`src/rtl/usbcrc_pkg.sv`:
```
package usbcrc_pkg;

  localparam int CRC_W = 16;

  localparam logic [CRC_W-1:0] POLY_USB16  = 16'hA001;
  localparam logic [CRC_W-1:0] POLY_CCITT  = 16'h8408;
  localparam logic [CRC_W-1:0] POLY_TOK5   = 16'h0014;

  localparam logic [CRC_W-1:0] PRESET_16   = 16'hFFFF;
  localparam logic [CRC_W-1:0] PRESET_5    = 16'h001F;

  localparam logic [CRC_W-1:0] RESID_USB16 = 16'hB001;
  localparam logic [CRC_W-1:0] RESID_CCITT = 16'hF0B8;
  localparam logic [CRC_W-1:0] RESID_TOK5  = 16'h0006;

  typedef enum logic [1:0] {
    KIND_TOK5    = 2'd0,
    KIND_USB16   = 2'd1,
    KIND_CCITT16 = 2'd2
  } crc_kind_e;

  function automatic crc_kind_e kind_from(input logic wide, input logic ccitt);
    if (!wide)      return KIND_TOK5;
    else if (ccitt) return KIND_CCITT16;
    else            return KIND_USB16;
  endfunction

  function automatic logic [CRC_W-1:0] poly_of(input crc_kind_e k);
    case (k)
      KIND_TOK5:    return POLY_TOK5;
      KIND_CCITT16: return POLY_CCITT;
      default:      return POLY_USB16;
    endcase
  endfunction

  function automatic logic [CRC_W-1:0] preset_of(input crc_kind_e k);
    return (k == KIND_TOK5) ? PRESET_5 : PRESET_16;
  endfunction

  function automatic logic [CRC_W-1:0] mask_of(input crc_kind_e k);
    return (k == KIND_TOK5) ? 16'h001F : 16'hFFFF;
  endfunction

  function automatic logic [CRC_W-1:0] resid_of(input crc_kind_e k);
    case (k)
      KIND_TOK5:    return RESID_TOK5;
      KIND_CCITT16: return RESID_CCITT;
      default:      return RESID_USB16;
    endcase
  endfunction

endpackage

```
`src/rtl/usbcrc_bit_step.sv`:
```
module usbcrc_bit_step
  import usbcrc_pkg::*;
(
  input  logic [CRC_W-1:0] crc_i,
  input  logic             bit_i,
  input  crc_kind_e        kind_i,
  output logic [CRC_W-1:0] crc_o
);

  logic             fb;
  logic [CRC_W-1:0] shifted;

  always_comb begin
    fb      = crc_i[0] ^ bit_i;
    shifted = crc_i >> 1;
    crc_o   = fb ? (shifted ^ poly_of(kind_i)) : shifted;
  end

endmodule

```
`src/rtl/usbcrc_bit_seq.sv`:
```
module usbcrc_bit_seq #(
  parameter  int BYTE_W = 8,
  localparam int CNT_W  = $clog2(BYTE_W + 1)
) (
  input  logic              clk,
  input  logic              rst,
  input  logic              start_i,
  input  logic              valid_i,
  input  logic [BYTE_W-1:0] data_i,
  input  logic [CNT_W-1:0]  nbits_i,
  input  logic              partial_ok_i,
  output logic              step_o,
  output logic              bit_o,
  output logic              busy_o,
  output logic              overrun_o
);

  localparam logic [CNT_W-1:0] FULL = CNT_W'(BYTE_W);

  logic [BYTE_W-1:0] sh_q;
  logic [CNT_W-1:0]  cnt_q;
  logic              busy_q;
  logic              ovr_q;
  logic [CNT_W-1:0]  len;
  logic              accept;

  always_comb begin
    if (!partial_ok_i || nbits_i == '0 || nbits_i > FULL) len = FULL;
    else                                                  len = nbits_i;
    accept = valid_i && !busy_q && !start_i;
  end

  always_ff @(posedge clk) begin
    if (rst) begin
      sh_q   <= '0;
      cnt_q  <= '0;
      busy_q <= 1'b0;
      ovr_q  <= 1'b0;
    end else if (start_i) begin
      cnt_q  <= '0;
      busy_q <= 1'b0;
      ovr_q  <= 1'b0;
    end else begin
      if (valid_i && busy_q) ovr_q <= 1'b1;
      if (accept) begin
        sh_q   <= data_i;
        cnt_q  <= len;
        busy_q <= 1'b1;
      end else if (busy_q) begin
        sh_q  <= sh_q >> 1;
        cnt_q <= cnt_q - 1'b1;
        if (cnt_q == CNT_W'(1)) busy_q <= 1'b0;
      end
    end
  end

  assign step_o    = busy_q;
  assign bit_o     = sh_q[0];
  assign busy_o    = busy_q;
  assign overrun_o = ovr_q;

endmodule

```
`src/rtl/usbcrc_core.sv`:
```
module usbcrc_core
  import usbcrc_pkg::*;
#(
  parameter  int BYTE_W = 8,
  localparam int CNT_W  = $clog2(BYTE_W + 1)
) (
  input  logic              clk,
  input  logic              rst,
  input  logic              start_i,
  input  logic              sel16_i,
  input  logic              ccitt_i,
  input  logic              byte_valid_i,
  input  logic [BYTE_W-1:0] byte_i,
  input  logic [CNT_W-1:0]  nbits_i,
  output logic              busy_o,
  output logic              overrun_o,
  output logic [CRC_W-1:0]  rem_o,
  output logic [CRC_W-1:0]  tx_crc_o,
  output logic              resid_ok_o
);

  crc_kind_e        kind_q, kind_d;
  logic [CRC_W-1:0] crc_q, crc_d, crc_step;
  logic [CRC_W-1:0] tx_q;
  logic             ok_q;
  logic             step, sbit;

  usbcrc_bit_seq #(.BYTE_W(BYTE_W)) u_seq (
    .clk          (clk),
    .rst          (rst),
    .start_i      (start_i),
    .valid_i      (byte_valid_i),
    .data_i       (byte_i),
    .nbits_i      (nbits_i),
    .partial_ok_i (kind_q == KIND_TOK5),
    .step_o       (step),
    .bit_o        (sbit),
    .busy_o       (busy_o),
    .overrun_o    (overrun_o)
  );

  usbcrc_bit_step u_step (
    .crc_i  (crc_q),
    .bit_i  (sbit),
    .kind_i (kind_q),
    .crc_o  (crc_step)
  );

  always_comb begin
    kind_d = start_i ? kind_from(sel16_i, ccitt_i) : kind_q;
    if (start_i)   crc_d = preset_of(kind_d);
    else if (step) crc_d = crc_step;
    else           crc_d = crc_q;
  end

  always_ff @(posedge clk) begin
    if (rst) begin
      kind_q <= KIND_USB16;
      crc_q  <= PRESET_16;
      tx_q   <= '0;
      ok_q   <= 1'b0;
    end else begin
      kind_q <= kind_d;
      crc_q  <= crc_d;
      tx_q   <= ~crc_d & mask_of(kind_d);
      ok_q   <= (crc_d == resid_of(kind_d));
    end
  end

  assign rem_o      = crc_q;
  assign tx_crc_o   = tx_q;
  assign resid_ok_o = ok_q;

endmodule

```
`config.mk`:
```
export PLATFORM = sky130hd
export DESIGN_NAME = usbcrc_core
export DESIGN_NICKNAME = d
export VERILOG_FILES = /design/src/rtl/usbcrc_pkg.sv /design/src/rtl/usbcrc_bit_step.sv /design/src/rtl/usbcrc_bit_seq.sv /design/src/rtl/usbcrc_core.sv
export SDC_FILE = /design/constraint.sdc
export NUM_CORES = 1
export LEC_CHECK = 0
export ABC_AREA = 1
export ABC_CLOCK_PERIOD_IN_PS = 1400
export BUFFER_PORTS_ARGS = -buffer_cell sky130_fd_sc_hd__buf_2
export CAP_MARGIN = 20
export CORE_UTILIZATION = 35
export CTS_CLUSTER_SIZE = 8
export DETAILED_ROUTE_END_ITERATION = 6
export MAX_ROUTING_LAYER = met4
export PLACE_DENSITY = 0.64
export SYNTH_ARGS = -nofsm -noshare
export SYNTH_HDL_FRONTEND = slang
export SYNTH_SLANG_ARGS = --single-unit
```
`constraint.sdc`:
```
create_clock -name clk -period 1.4 [get_ports clk]
set_input_delay 0.28 -clock clk [delete_from_list [all_inputs] [get_ports clk]]
set_output_delay 0.28 -clock clk [all_outputs]
set_load 0.05 [all_outputs]
```
==> metrics.txt, run 1 <==
# TYPE chip_impl_metric gauge
chip_impl_info{name="status",value="complete, but fails checks"} 1
chip_impl_info{name="violated_checks",value="negative setup slack"} 1
chip_impl_info{name="setup_repair_after_global_routing_missed_its_margin",value="yes"} 1
chip_impl_metric{name="antenna_found_initial",unit=""} 0
chip_impl_metric{name="die_h",unit="um"} 81.5
chip_impl_info{name="synth_top_flop_cell",value="dfxtp_1"} 1
chip_impl_metric{name="port-buffer-count",unit=""} 52
chip_impl_metric{name="timing.critical_path.slowest_cell_delay",unit="ns"} 0.37
chip_impl_metric{name="cts_sinks",unit=""} 49
chip_impl_metric{name="synth.lib_cells_used.distinct",unit=""} 28
chip_impl_metric{name="share_clk_of_total_power",unit="%"} 31.2
chip_impl_metric{name="gr-total-overflow",unit=""} 0
chip_impl_metric{name="start_util",unit="%"} 36.9
chip_impl_metric{name="worst_clock_skew",unit="ns"} 0.0102
chip_impl_metric{name="max-slew-margin-rel",unit="%"} 74.2
chip_impl_metric{name="cts_made_buffers",unit=""} 5
chip_impl_info{name="synth_commonest_cells",value="nand2_1 (85), dfxtp_1 (49), nor2_1 (46)"} 1
chip_impl_metric{name="synth.cell_area",unit="um2"} 2210
chip_impl_info{name="crit_path_start_kind",value="register"} 1
chip_impl_metric{name="finalWorstSetupSlack",unit="ns"} -0.0140
chip_impl_metric{name="rows",unit=""} 28
chip_impl_metric{name="critPathRequiredTime",unit="ns"} 1.65
chip_impl_metric{name="timing_max_transition_violations_final",unit=""} 0
chip_impl_metric{name="core_footprint",unit="um2"} 5990
chip_impl_metric{name="detail_route.wl_per_cell",unit="um"} 12.1
chip_impl_info{name="worstHoldPathType",value="input port to register"} 1
chip_impl_metric{name="power.ir.vdd_worst",unit="uV"} 436
chip_impl_metric{name="maximum_number_of_pins_on_one_net_before_global_route_repair",unit=""} 16
chip_impl_metric{name="postSynth.asyncResetShare",unit="%"} 0
chip_impl_info{name="crit_chain",value="buf_4, nand2_4, o21ai_4, nor2_4, inv_2, nand3_1, nand3_1, nor2_1, nand2_1, nor2_1"} 1
chip_impl_metric{name="dp_slack",unit="ns"} -0.100
chip_impl_metric{name="detail_route.first_pass.iterations",unit=""} 4
chip_impl_metric{name="report.final.hold_viol_count",unit=""} 0
chip_impl_metric{name="synth-edff-count",unit=""} 0
chip_impl_metric{name="p_total",unit="mW"} 3.22
chip_impl_metric{name="report.final.setup_viol",unit=""} 1
chip_impl_metric{name="p_switching",unit="mW"} 0.986
chip_impl_metric{name="static-leakage-power",unit="nW"} 1.51
chip_impl_metric{name="critical_path_at",unit="ns"} 1.66
chip_impl_metric{name="placed_cells",unit=""} 470
chip_impl_info{name="cts_tree",value="done"} 1
chip_impl_metric{name="routed_wl",unit="mm"} 5.87
chip_impl_metric{name="grt_first_pass_wirelength",unit="mm"} 9.47
chip_impl_metric{name="post_synth_inst_count",unit=""} 324
chip_impl_info{name="crit_type",value="register to register"} 1
chip_impl_metric{name="detail_route.vias_per_cell",unit=""} 4.84
chip_impl_info{name="synth.top_cells.by_area",value="dfxtp_1 (44%), nand2_1 (14%), nor2_1 (7.8%)"} 1
chip_impl_info{name="nature_of_the_critical_path_endpoint",value="register"} 1
chip_impl_metric{name="layout_worst_path_cycle_share",unit="%"} 101
chip_impl_metric{name="io_pins",unit=""} 53
chip_impl_metric{name="clock_tree.htree_level_count",unit=""} 2
chip_impl_metric{name="worst_case_hold_slack",unit="ns"} 0.220
chip_impl_metric{name="clk_latency",unit="ns"} 0.30
chip_impl_metric{name="synth_seq_cells",unit=""} 49
chip_impl_metric{name="finalInstanceArea",unit="um2"} 3010
chip_impl_metric{name="route.detailed.drc",unit=""} 0
chip_impl_metric{name="stdcell_count",unit=""} 484
chip_impl_info{name="synth_area_leader_cell",value="dfxtp_1"} 1
chip_impl_metric{name="yosysWarnings",unit=""} 0
chip_impl_metric{name="power_per_cell_area",unit="nW/um2"} 1070
chip_impl_metric{name="syn_nets",unit=""} 344
chip_impl_metric{name="netSwitchingFraction",unit="%"} 30.6
chip_impl_metric{name="slew_at_the_pin_with_the_worst_max_slew_slack",unit="ns"} 0.386
chip_impl_metric{name="cell_internal_pwr",unit="mW"} 2.24
chip_impl_metric{name="antenna_violating_nets_post_route",unit=""} 0
chip_impl_metric{name="ctsLongestPathBuffers",unit=""} 2
chip_impl_metric{name="cts_hold_repair.buffers",unit=""} 0
chip_impl_metric{name="final_period_minus_worst_setup_slack",unit="ns"} 1.41
chip_impl_metric{name="yosysTopAreaCellShare",unit="%"} 44.4
chip_impl_metric{name="dpl_cell_area",unit="um2"} 2750
chip_impl_metric{name="gp_routability_congestion",unit=""} 0.960
chip_impl_metric{name="nets",unit=""} 428
chip_impl_metric{name="drive_gt1_share",unit="%"} 31.5
chip_impl_metric{name="global_route.usage.total",unit="%"} 19.2
chip_impl_info{name="synthMostInstantiatedCell",value="nand2_1"} 1
chip_impl_metric{name="via_count_of_the_first_global_routing_pass",unit=""} 2128
chip_impl_metric{name="pwr-share-seq",unit="%"} 46.7
chip_impl_metric{name="antenna_diode_count",unit=""} 0
chip_impl_info{name="cts_root_buf",value="clkbuf_8"} 1
chip_impl_metric{name="clk_pin_slew_worst_paths",unit="ns"} 0.09
chip_impl_metric{name="postLayoutCoreUtil",unit="%"} 50.2
chip_impl_metric{name="routed-via-count",unit=""} 2341
chip_impl_metric{name="synthesis.area_per_instance",unit="um2"} 6.82
chip_impl_metric{name="maxClockFrequency",unit="GHz"} 0.707
chip_impl_metric{name="hpwlAfterDp",unit="mm"} 4.37
chip_impl_metric{name="die-width",unit="um"} 81.5
chip_impl_metric{name="drt_first_iter_violations",unit=""} 148
chip_impl_metric{name="timing.critical_path.fanout_max",unit=""} 5
chip_impl_metric{name="finalSetupTns",unit="ns"} -0.0140
chip_impl_metric{name="syn2layout_area_growth",unit="%"} 35.9
chip_impl_info{name="slowest_stage",value="dfxtp_4"} 1
chip_impl_metric{name="synth-seq-area-share",unit="%"} 44.4
chip_impl_metric{name="timing.max_cap.violations",unit=""} 0
chip_impl_metric{name="comb_power_share",unit="%"} 22.1
chip_impl_metric{name="design.die.area",unit="um2"} 6640
kinds of logic (layout without fill, tap and decap cells):
kind of cell	Yosys count	count (layout)	synth area share, %
buffers and inverters	55	140	9.68
AND/OR/NAND/NOR	173	173	32.9
XOR/XNOR	1	1	0.396
AO/OA/AOI/OAI	44	44	11.5
flip-flops	49	49	44.4
adder cells (fa/ha/maj)	2	2	1.13
layer usage:
layer / global-route usage [%] / wire length [um]
met1: 25.2 / 2860
met2: 28.8 / 2580
met3: 4.33 / 310
met4: 6.61 / 114
met5: - / 0
flip-flops by register name (all words and copies together) (netlist names):
register	flops
kind_q	2
rem_o	16
resid_ok_o	1
tx_crc_o	16
u_seq.busy_o	1
u_seq.cnt_q	4
u_seq.overrun_o	1
u_seq.sh_q	8
power groups by stage:
stage | clock network, mW | logic (mW) | registers, mW
2_1_floorplan | 0 | 0.275 | 1.71
3_3_place_gp | 0 | 0.655 | 1.53
3_5_place_dp | 0 | 0.661 | 1.53
4_1_cts | 1.04 | 0.675 | 1.50
5_1_grt | 1.09 | 0.778 | 1.51
6_report | 1.00 | 0.713 | 1.50
repair_timing:
action / 4_1_cts / 5_1_grt
setup endpoints to repair: 11 / 17
gates cloned: 0 / 1
gates resized for setup: 5 / 23
buffers inserted: 2 / 3
pin swaps: 1 / 6
worst paths after layout:
path | start | to | slack, ns | cells past startpoint
max | kind_q[0] | resid_ok_o | -0.01 | 10
min | byte_i[7] | u_seq.sh_q[7] | 0.22 | 3
max reg2reg | kind_q[0] | resid_ok_o | -0.01 | 10
min reg2reg | u_seq.sh_q[7] | u_seq.sh_q[7] | 0.46 | 2
area by class of cell:
type,count,area (um2)
fill,609,2990
multi-input combinational,220,1080
sequential,49,996
timing repair buffer,85,537
inverter,47,185
tap,75,93.8
clock buffer,6,72.6
clock inverter,2,38.8
layout by cell type, fill, tap and decap left out, types with 3 or more instances in the layout:
cell type and instances:
inv_1 38, nand2_2 6, dfxtp_2 3, nand2_1 80, o21ai_0 10, o211ai_1 3, nand3_1 27, buf_4 30
o21ai_1 3, nand2_4 3, dfxtp_1 43, nor2_1 43, dfxtp_4 3, buf_2 52, clkbuf_8 5, nand3_2 4
nor2_2 3, a21oi_1 19, inv_2 6
critical path: cells and delay by family (launching register included):
kind / cells / cell delay [ns]
simple gates: 7 / 0.70
flops: 1 / 0.37
buf+inv: 2 / 0.22
compound gates: 1 / 0.07
No activity file was read; power rests on OpenSTA's default activity.
==> inputs of run 2 (changes only) <==
--- a/constraint.sdc
+++ b/constraint.sdc
@@ -3,2 +3,2 @@
 set_output_delay 0.28 -clock clk [all_outputs]
-set_load 0.05 [all_outputs]
+set_load 0.01 [all_outputs]
==> run 2 against run 1 <==
Net effect: the run now ends clean; clock skew decreased by 0.0010 ns; core utilization rose by 3.9 points; clock-buffer cell count is 1 higher; critical endpoint unchanged; combinational power is 12% lower; via count grew 0.90%; non-clock buffer count increased by 16; cell count up 3.3%; worst hold slack got worse by 0.0043 ns.
==> metrics.txt, run 2 (synthesized netlist as in run 1, its figures left out) <==
# TYPE chip_impl_metric gauge
chip_impl_metric{name="nets",unit=""} 444
chip_impl_metric{name="ctsLongestPathBuffers",unit=""} 2
chip_impl_metric{name="io_pins",unit=""} 53
chip_impl_metric{name="timing.max_cap.violations",unit=""} 0
chip_impl_metric{name="core_footprint",unit="um2"} 5990
chip_impl_metric{name="r2r.worst_path.cells",unit=""} 10
chip_impl_info{name="critical_path.reg2reg.endpoint",value="resid_ok_o"} 1
chip_impl_metric{name="cts_hold_repair.buffers",unit=""} 0
chip_impl_metric{name="critical_path_at",unit="ns"} 1.65
chip_impl_metric{name="detail_route.first_pass.iterations",unit=""} 4
chip_impl_metric{name="reg2reg_setup_slack",unit="ns"} 0.0007
chip_impl_metric{name="rows",unit=""} 28
chip_impl_metric{name="timing.hold.worst_path_depth",unit=""} 3
chip_impl_metric{name="slew_at_the_pin_with_the_worst_max_slew_slack",unit="ns"} 0.221
chip_impl_metric{name="static-leakage-power",unit="nW"} 1.62
chip_impl_metric{name="drive_gt1_share",unit="%"} 38.6
chip_impl_metric{name="drt_first_iter_violations",unit=""} 147
chip_impl_metric{name="dpl_cell_area",unit="um2"} 2890
chip_impl_metric{name="layout_worst_path_cycle_share",unit="%"} 99.9
chip_impl_metric{name="finalSetupTns",unit="ns"} 0
chip_impl_metric{name="max-slew-margin-rel",unit="%"} 85.1
chip_impl_metric{name="report.final.hold_viol_count",unit=""} 0
chip_impl_metric{name="syn2layout_area_growth",unit="%"} 46.5
chip_impl_metric{name="via_count_of_the_first_global_routing_pass",unit=""} 2071
chip_impl_metric{name="grt_first_pass_wirelength",unit="mm"} 9.34
chip_impl_metric{name="report.final.setup_viol",unit=""} 0
chip_impl_info{name="whs_endpoint",value="u_seq.sh_q[7]"} 1
chip_impl_info{name="crit_path_start_kind",value="register"} 1
chip_impl_metric{name="maxClockFrequency",unit="GHz"} 0.715
chip_impl_metric{name="timing_max_transition_violations_final",unit=""} 0
chip_impl_info{name="slowest_stage",value="dfxtp_4"} 1
chip_impl_metric{name="timing.critical_path.slowest_cell_delay",unit="ns"} 0.38
chip_impl_metric{name="gr-total-overflow",unit=""} 0
chip_impl_metric{name="global_route.usage.total",unit="%"} 19.2
chip_impl_info{name="status",value="complete, no violations"} 1
chip_impl_metric{name="die-width",unit="um"} 81.5
chip_impl_metric{name="clock_tree.htree_level_count",unit=""} 2
chip_impl_metric{name="antenna_diode_count",unit=""} 0
chip_impl_info{name="cts_tree",value="done"} 1
chip_impl_metric{name="timing.critical_path.fanout_max",unit=""} 5
chip_impl_info{name="busiest_layer",value="met2"} 1
chip_impl_metric{name="routed_wl",unit="mm"} 6.13
chip_impl_metric{name="power.ir.vdd_worst",unit="uV"} 506
chip_impl_metric{name="routed-via-count",unit=""} 2362
chip_impl_info{name="setup_repair_after_global_routing_missed_its_margin",value="yes"} 1
chip_impl_info{name="critical_path.reg2reg.startpoint",value="kind_q[0]"} 1
chip_impl_metric{name="grtUsageMet1",unit="%"} 25.3
chip_impl_metric{name="final_period_minus_worst_setup_slack",unit="ns"} 1.40
chip_impl_info{name="nature_of_the_critical_path_endpoint",value="register"} 1
chip_impl_metric{name="cts_sinks",unit=""} 49
chip_impl_metric{name="hpwlAfterDp",unit="mm"} 4.34
chip_impl_metric{name="maximum_number_of_pins_on_one_net_before_global_route_repair",unit=""} 19
chip_impl_info{name="worstHoldPathType",value="input port to register"} 1
chip_impl_info{name="cts_root_buf",value="clkbuf_8"} 1
chip_impl_metric{name="finalInstanceArea",unit="um2"} 3240
chip_impl_metric{name="worst_clock_skew",unit="ns"} 0.00919
chip_impl_metric{name="antenna_found_initial",unit=""} 0
chip_impl_info{name="layout.cells.most_common_list",value="nand2_1 (72), buf_2 (52), dfxtp_1 (44), nor2_1 (40), buf_4 (40)"} 1
chip_impl_metric{name="port-buffer-count",unit=""} 52
chip_impl_metric{name="die_h",unit="um"} 81.5
chip_impl_metric{name="cts_made_buffers",unit=""} 5
chip_impl_metric{name="grt.met2_usage",unit="%"} 30.0
chip_impl_metric{name="start_util",unit="%"} 36.9
chip_impl_metric{name="power_per_cell_area",unit="nW/um2"} 950
chip_impl_info{name="worst_hold_startpoint",value="byte_i[7]"} 1
chip_impl_info{name="crit_chain",value="buf_4, nand2_2, o21ai_4, nor2_4, inv_2, nand3_1, nand3_1, nor2_1, nand2_1, nor2_1"} 1
chip_impl_metric{name="antenna_violating_nets_post_route",unit=""} 0
chip_impl_metric{name="critPathRequiredTime",unit="ns"} 1.65
chip_impl_info{name="crit_type",value="register to register"} 1
chip_impl_metric{name="gp_routability_congestion",unit=""} 0.901
chip_impl_info{name="layout_commonest_cell",value="nand2_1"} 1
chip_impl_metric{name="route.detailed.drc",unit=""} 0
chip_impl_metric{name="clk_latency",unit="ns"} 0.31
chip_impl_metric{name="clk_pin_slew_worst_paths",unit="ns"} 0.09
chip_impl_metric{name="design.die.area",unit="um2"} 6640
chip_impl_metric{name="detail_route.wl_per_cell",unit="um"} 12.3
chip_impl_metric{name="detail_route.vias_per_cell",unit=""} 4.72
chip_impl_metric{name="grt_util_met3",unit="%"} 3.56
==> run 2: final cells by class <==
class                   count  area (um2)
fillers                   589        2750
multi-input cells         220        1150
clock buffers               7        96.3
repair buffers            101         711
inverters                  47         179
well taps                  75        93.8
flip-flops and latches     49         997
clock inverters             1        8.76
==> run 2: worst max-delay path by stage <==
stage / depth (start not counted) / startpoint / end / slack, ns
floorplan: 10 / u_seq.busy_o / resid_ok_o / 0.05
global placement: 10 / kind_q[1] / resid_ok_o / -0.08
detailed placement: 10 / kind_q[1] / resid_ok_o / -0.1
CTS: 10 / kind_q[1] / resid_ok_o / -0.03
global route: 10 / kind_q[0] / resid_ok_o / -0.07
finish: 10 / kind_q[0] / resid_ok_o / 0.0007
==> run 2: per-stage QoR <==
stage	worst slack, ns	utilization, %	instances	power (mW)	hold WS (ns)
after floorplan	0.0471	-	324	1.83	0.397
after global placement	-0.0777	48.2	484	2.09	0.445
after detailed placement	-0.0969	48.2	484	2.10	0.449
after CTS	-0.0321	50.1	492	3.03	0.210
after global routing	-0.0726	54.1	500	3.23	0.226
final	0.000702	54.1	500	3.08	0.215
==> run 2: metal layers <==
layer	vias up	share of wire (%)
met2	50	48
met4	0	1.2
met5	-	0
met1	1084	46
met3	6	4.4
li1	1222	-
==> run 2: power by group <==
part           internal, mW  switching (mW)
sequential             1.46          0.0437
clock                 0.457           0.487
combinational         0.285           0.345
==> run 2: critical path: cells and delay by family, from the launching register on <==
| family | cells | cell delay, ns |
|---|---|---|
| buffers and inverters | 2 | 0.22 |
| flip-flops | 1 | 0.38 |
| AO/OA/AOI/OAI | 1 | 0.08 |
| AND/OR/NAND/NOR | 7 | 0.68 |
==> run 2: timing repair <==
item | CTS | global route
gates resized for setup | 4 | 54
setup endpoints to repair | 8 | 16
gates cloned | 0 | 1
setup buffers | 0 | 7
pin swaps | 0 | 14
==> inputs of run 3 (changes only) <==
ABC_CLOCK_PERIOD_IN_PS = 1200   (was 1400)
PLACE_DENSITY = 0.65   (was 0.64)
SYNTH_HIERARCHICAL = 1   (was default)
clock period = 1.2 ns   (was 1.4 ns; I/O delays follow)
==> run 3 against run 2 <==
Net effect: the flow now finishes with violations (negative setup slack); worst hold slack worse by 0.032 ns; design area rose by 13%; largest cell class unchanged; core utilization is 0.92 points lower; area after synthesis increased by 14%; highest routed layer unchanged; largest power group unchanged.
==> metrics.txt, run 3 <==
# TYPE chip_impl_metric gauge
chip_impl_info{name="status",value="complete, but fails checks"} 1
chip_impl_info{name="violated_checks",value="negative setup slack"} 1
chip_impl_metric{name="timing.hold.worst_path_depth",unit=""} 3
chip_impl_metric{name="synth-edff-count",unit=""} 0
chip_impl_metric{name="finalWorstSetupSlack",unit="ns"} -0.345
chip_impl_metric{name="report.final.setup_viol",unit=""} 40
chip_impl_info{name="cts_tree",value="done"} 1
chip_impl_metric{name="detail_route.vias_per_cell",unit=""} 4.59
chip_impl_metric{name="drive_gt1_share",unit="%"} 43.2
chip_impl_info{name="worstHoldPathType",value="input port to register"} 1
chip_impl_metric{name="grt_first_pass_wirelength",unit="mm"} 10.7
chip_impl_info{name="layout_commonest_cell",value="nand2_1"} 1
chip_impl_info{name="nature_of_the_critical_path_endpoint",value="register"} 1
chip_impl_metric{name="r2r.worst_path.cells",unit=""} 15
chip_impl_metric{name="critPathRequiredTime",unit="ns"} 1.46
chip_impl_metric{name="worst_case_hold_slack",unit="ns"} 0.183
chip_impl_metric{name="cts_sinks",unit=""} 49
chip_impl_metric{name="yosysTopAreaCellShare",unit="%"} 38.9
chip_impl_info{name="crit_path_start_kind",value="register"} 1
chip_impl_metric{name="timing.critical_path.slowest_cell_delay",unit="ns"} 0.38
chip_impl_metric{name="nets",unit=""} 496
chip_impl_metric{name="finalInstanceArea",unit="um2"} 3650
chip_impl_metric{name="synth_seq_cells",unit=""} 49
chip_impl_info{name="layout.cells.most_common_list",value="nand2_1 (91), buf_4 (51), buf_2 (50), inv_1 (44), nor2_1 (39)"} 1
chip_impl_metric{name="timing_max_transition_violations_final",unit=""} 0
chip_impl_metric{name="worst_clock_skew",unit="ns"} 0.00940
chip_impl_info{name="worst_path_dominant_cell_family",value="simple AND/OR/NAND/NOR gates"} 1
chip_impl_metric{name="drt_first_iter_violations",unit=""} 185
chip_impl_metric{name="cts_hold_repair.buffers",unit=""} 0
chip_impl_metric{name="dp_slack",unit="ns"} -0.345
chip_impl_metric{name="postLayoutCoreUtil",unit="%"} 53.2
chip_impl_metric{name="reg2reg_setup_slack",unit="ns"} -0.35
chip_impl_metric{name="io_pins",unit=""} 53
chip_impl_info{name="critical_path.reg2reg.startpoint",value="rem_o[0]"} 1
chip_impl_metric{name="start_util",unit="%"} 36.7
chip_impl_metric{name="postSynth.asyncResetShare",unit="%"} 0
chip_impl_metric{name="clk_pin_slew_worst_paths",unit="ns"} 0.09
chip_impl_info{name="synthMostInstantiatedCell",value="nand2_1"} 1
chip_impl_metric{name="power.ir.vdd_worst",unit="uV"} 451
chip_impl_metric{name="layout_worst_path_cycle_share",unit="%"} 129
chip_impl_metric{name="hpwlAfterDp",unit="mm"} 4.78
chip_impl_metric{name="cts_made_buffers",unit=""} 5
chip_impl_metric{name="final_period_minus_worst_setup_slack",unit="ns"} 1.55
chip_impl_metric{name="routed_wl",unit="mm"} 6.82
chip_impl_metric{name="ctsLongestPathBuffers",unit=""} 2
chip_impl_info{name="crit_type",value="register to register"} 1
chip_impl_info{name="cts_root_buf",value="clkbuf_8"} 1
chip_impl_metric{name="design.die.area",unit="um2"} 7540
chip_impl_metric{name="critical_path_at",unit="ns"} 1.80
chip_impl_metric{name="syn2layout_area_growth",unit="%"} 45.0
chip_impl_metric{name="power_per_cell_area",unit="nW/um2"} 1000
chip_impl_info{name="crit_top_cell",value="nand2_1"} 1
chip_impl_metric{name="syn_nets",unit=""} 391
chip_impl_metric{name="die_h",unit="um"} 86.8
chip_impl_metric{name="gr-total-overflow",unit=""} 0
chip_impl_metric{name="num-fill-cells",unit=""} 636
chip_impl_info{name="crit_chain",value="inv_2, nand2_2, nand2_4, buf_4, nand2_1, nand2_1, nand2_1, nand3_2, nor2_1, o21ai_0, nand2_1, nand2_1, nor2_1, nand2_1, nor2_2"} 1
chip_impl_metric{name="maxClockFrequency",unit="GHz"} 0.647
chip_impl_info{name="synth_top_flop_cell",value="dfxtp_1"} 1
chip_impl_metric{name="max-slew-margin-rel",unit="%"} 74.9
chip_impl_metric{name="antenna_diode_count",unit=""} 0
chip_impl_metric{name="clock_tree.htree_level_count",unit=""} 2
chip_impl_metric{name="dpl_cell_area",unit="um2"} 3140
chip_impl_info{name="synth_area_leader_cell",value="dfxtp_1"} 1
chip_impl_metric{name="synth.cell_area",unit="um2"} 2520
chip_impl_metric{name="port-buffer-count",unit=""} 52
chip_impl_metric{name="gp_routability_congestion",unit=""} 0.904
chip_impl_metric{name="report.final.hold_viol_count",unit=""} 0
chip_impl_metric{name="maximum_number_of_pins_on_one_net_before_global_route_repair",unit=""} 16
chip_impl_metric{name="p_total",unit="mW"} 3.67
chip_impl_metric{name="static-leakage-power",unit="nW"} 1.84
chip_impl_metric{name="die-width",unit="um"} 86.8
chip_impl_metric{name="detail_route.first_pass.iterations",unit=""} 4
chip_impl_metric{name="detail_route.wl_per_cell",unit="um"} 11.9
chip_impl_metric{name="synthesis.area_per_instance",unit="um2"} 6.79
chip_impl_metric{name="via_count_of_the_first_global_routing_pass",unit=""} 2430
chip_impl_info{name="whs_endpoint",value="u_seq/sh_q[7]"} 1
chip_impl_metric{name="antenna_found_initial",unit=""} 0
chip_impl_info{name="setup_repair_after_global_routing_missed_its_margin",value="yes"} 1
chip_impl_metric{name="timing.critical_path.fanout_max",unit=""} 7
chip_impl_info{name="worst_hold_startpoint",value="byte_i[7]"} 1
chip_impl_info{name="synth.top_cells.by_area",value="dfxtp_1 (39%), nand2_1 (16%), nor2_1 (7.5%)"} 1
chip_impl_metric{name="synth.lib_cells_used.distinct",unit=""} 31
chip_impl_metric{name="slew_at_the_pin_with_the_worst_max_slew_slack",unit="ns"} 0.372
chip_impl_info{name="slowest_stage",value="dfxtp_4"} 1
chip_impl_metric{name="timing.max_cap.violations",unit=""} 0
chip_impl_info{name="synth_commonest_cells",value="nand2_1 (106), nor2_1 (50), dfxtp_1 (49)"} 1
chip_impl_metric{name="global_route.usage.total",unit="%"} 18.5
chip_impl_metric{name="post_synth_inst_count",unit=""} 371
chip_impl_metric{name="antenna_violating_nets_post_route",unit=""} 0
chip_impl_metric{name="synth-seq-area-share",unit="%"} 38.9
chip_impl_metric{name="clk_latency",unit="ns"} 0.31
chip_impl_metric{name="routed-via-count",unit=""} 2628
chip_impl_metric{name="core_footprint",unit="um2"} 6870
chip_impl_metric{name="rows",unit=""} 30
chip_impl_metric{name="route.detailed.drc",unit=""} 0
chip_impl_metric{name="yosysWarnings",unit=""} 6
chip_impl_metric{name="cp.buffers_inverters",unit=""} 2
chip_impl_info{name="critical_path.reg2reg.endpoint",value="resid_ok_o"} 1
[run 3: cell type report]
cell class / count / area (um2) / share of cell area [%]
Multi-Input combinational cell: 248 / 1380 / 37.7
Sequential cell: 49 / 1010 / 27.6
Timing Repair Buffer: 117 / 843 / 23.1
Inverter: 55 / 216 / 5.93
Tap cell: 96 / 120 / 3.29
Clock buffer: 5 / 68.8 / 1.88
Clock inverter: 3 / 16.3 / 0.446
[run 3: logic make-up (layout without fill, tap and decap cells)]
logic type / count (synthesis) / count (layout) / synth area share (%)
flops: 49 / 49 / 38.9
xor+xnor: 3 / 3 / 1.04
compound gates: 31 / 31 / 7.00
buf+inv: 74 / 180 / 13.9
fa+ha+maj: 2 / 2 / 0.993
simple gates: 212 / 212 / 38.2
[run 3: worst max-delay path by stage]
stage	start	end	cells after the start
6_report	rem_o[0]	resid_ok_o	15
4_1_cts	rem_o[0]	resid_ok_o	14
2_1_floorplan	rem_o[0]	resid_ok_o	17
3_3_place_gp	u_seq/sh_q[0]	resid_ok_o	17
3_5_place_dp	u_seq/sh_q[0]	resid_ok_o	17
5_1_grt	rem_o[0]	resid_ok_o	17
[run 3: per-stage QoR]
step           setup TNS, ns  std cells
2_1_floorplan         -0.166        371
3_3_place_gp           -6.21        548
3_5_place_dp           -7.09        548
4_1_cts                -5.67        564
5_1_grt                -9.41        573
6_report               -6.43        573
[run 3: what timing repair did]
item	in CTS	in global routing
setup buffers	9	10
pin swaps	43	10
gates resized for setup	39	45
setup endpoints to repair	48	49
[run 3: metal layers]
metal | track usage, % | part of all wire [%] | vias up
li1 | - | - | 1340
met1 | 22.2 | 42 | 1192
met2 | 32.2 | 50 | 88
met3 | 2.57 | 6.8 | 8
met4 | 5.30 | 1.2 | 0
met5 | - | 0 | -
[run 3: worst register-to-register path, delay by kind of cell (launching register included)]
kind	cells	cell delay [ns]
AO/OA/AOI/OAI	1	0.08
AND/OR/NAND/NOR	12	0.85
flip-flops	1	0.38
buffers and inverters	2	0.18
[run 3: report_power, final]
| group | switching [mW] | internal, mW |
|---|---|---|
| Combinational | 0.501 | 0.429 |
| Clock | 0.558 | 0.405 |
| Sequential | 0.0632 | 1.71 |
| Total | 1.12 | 2.54 |
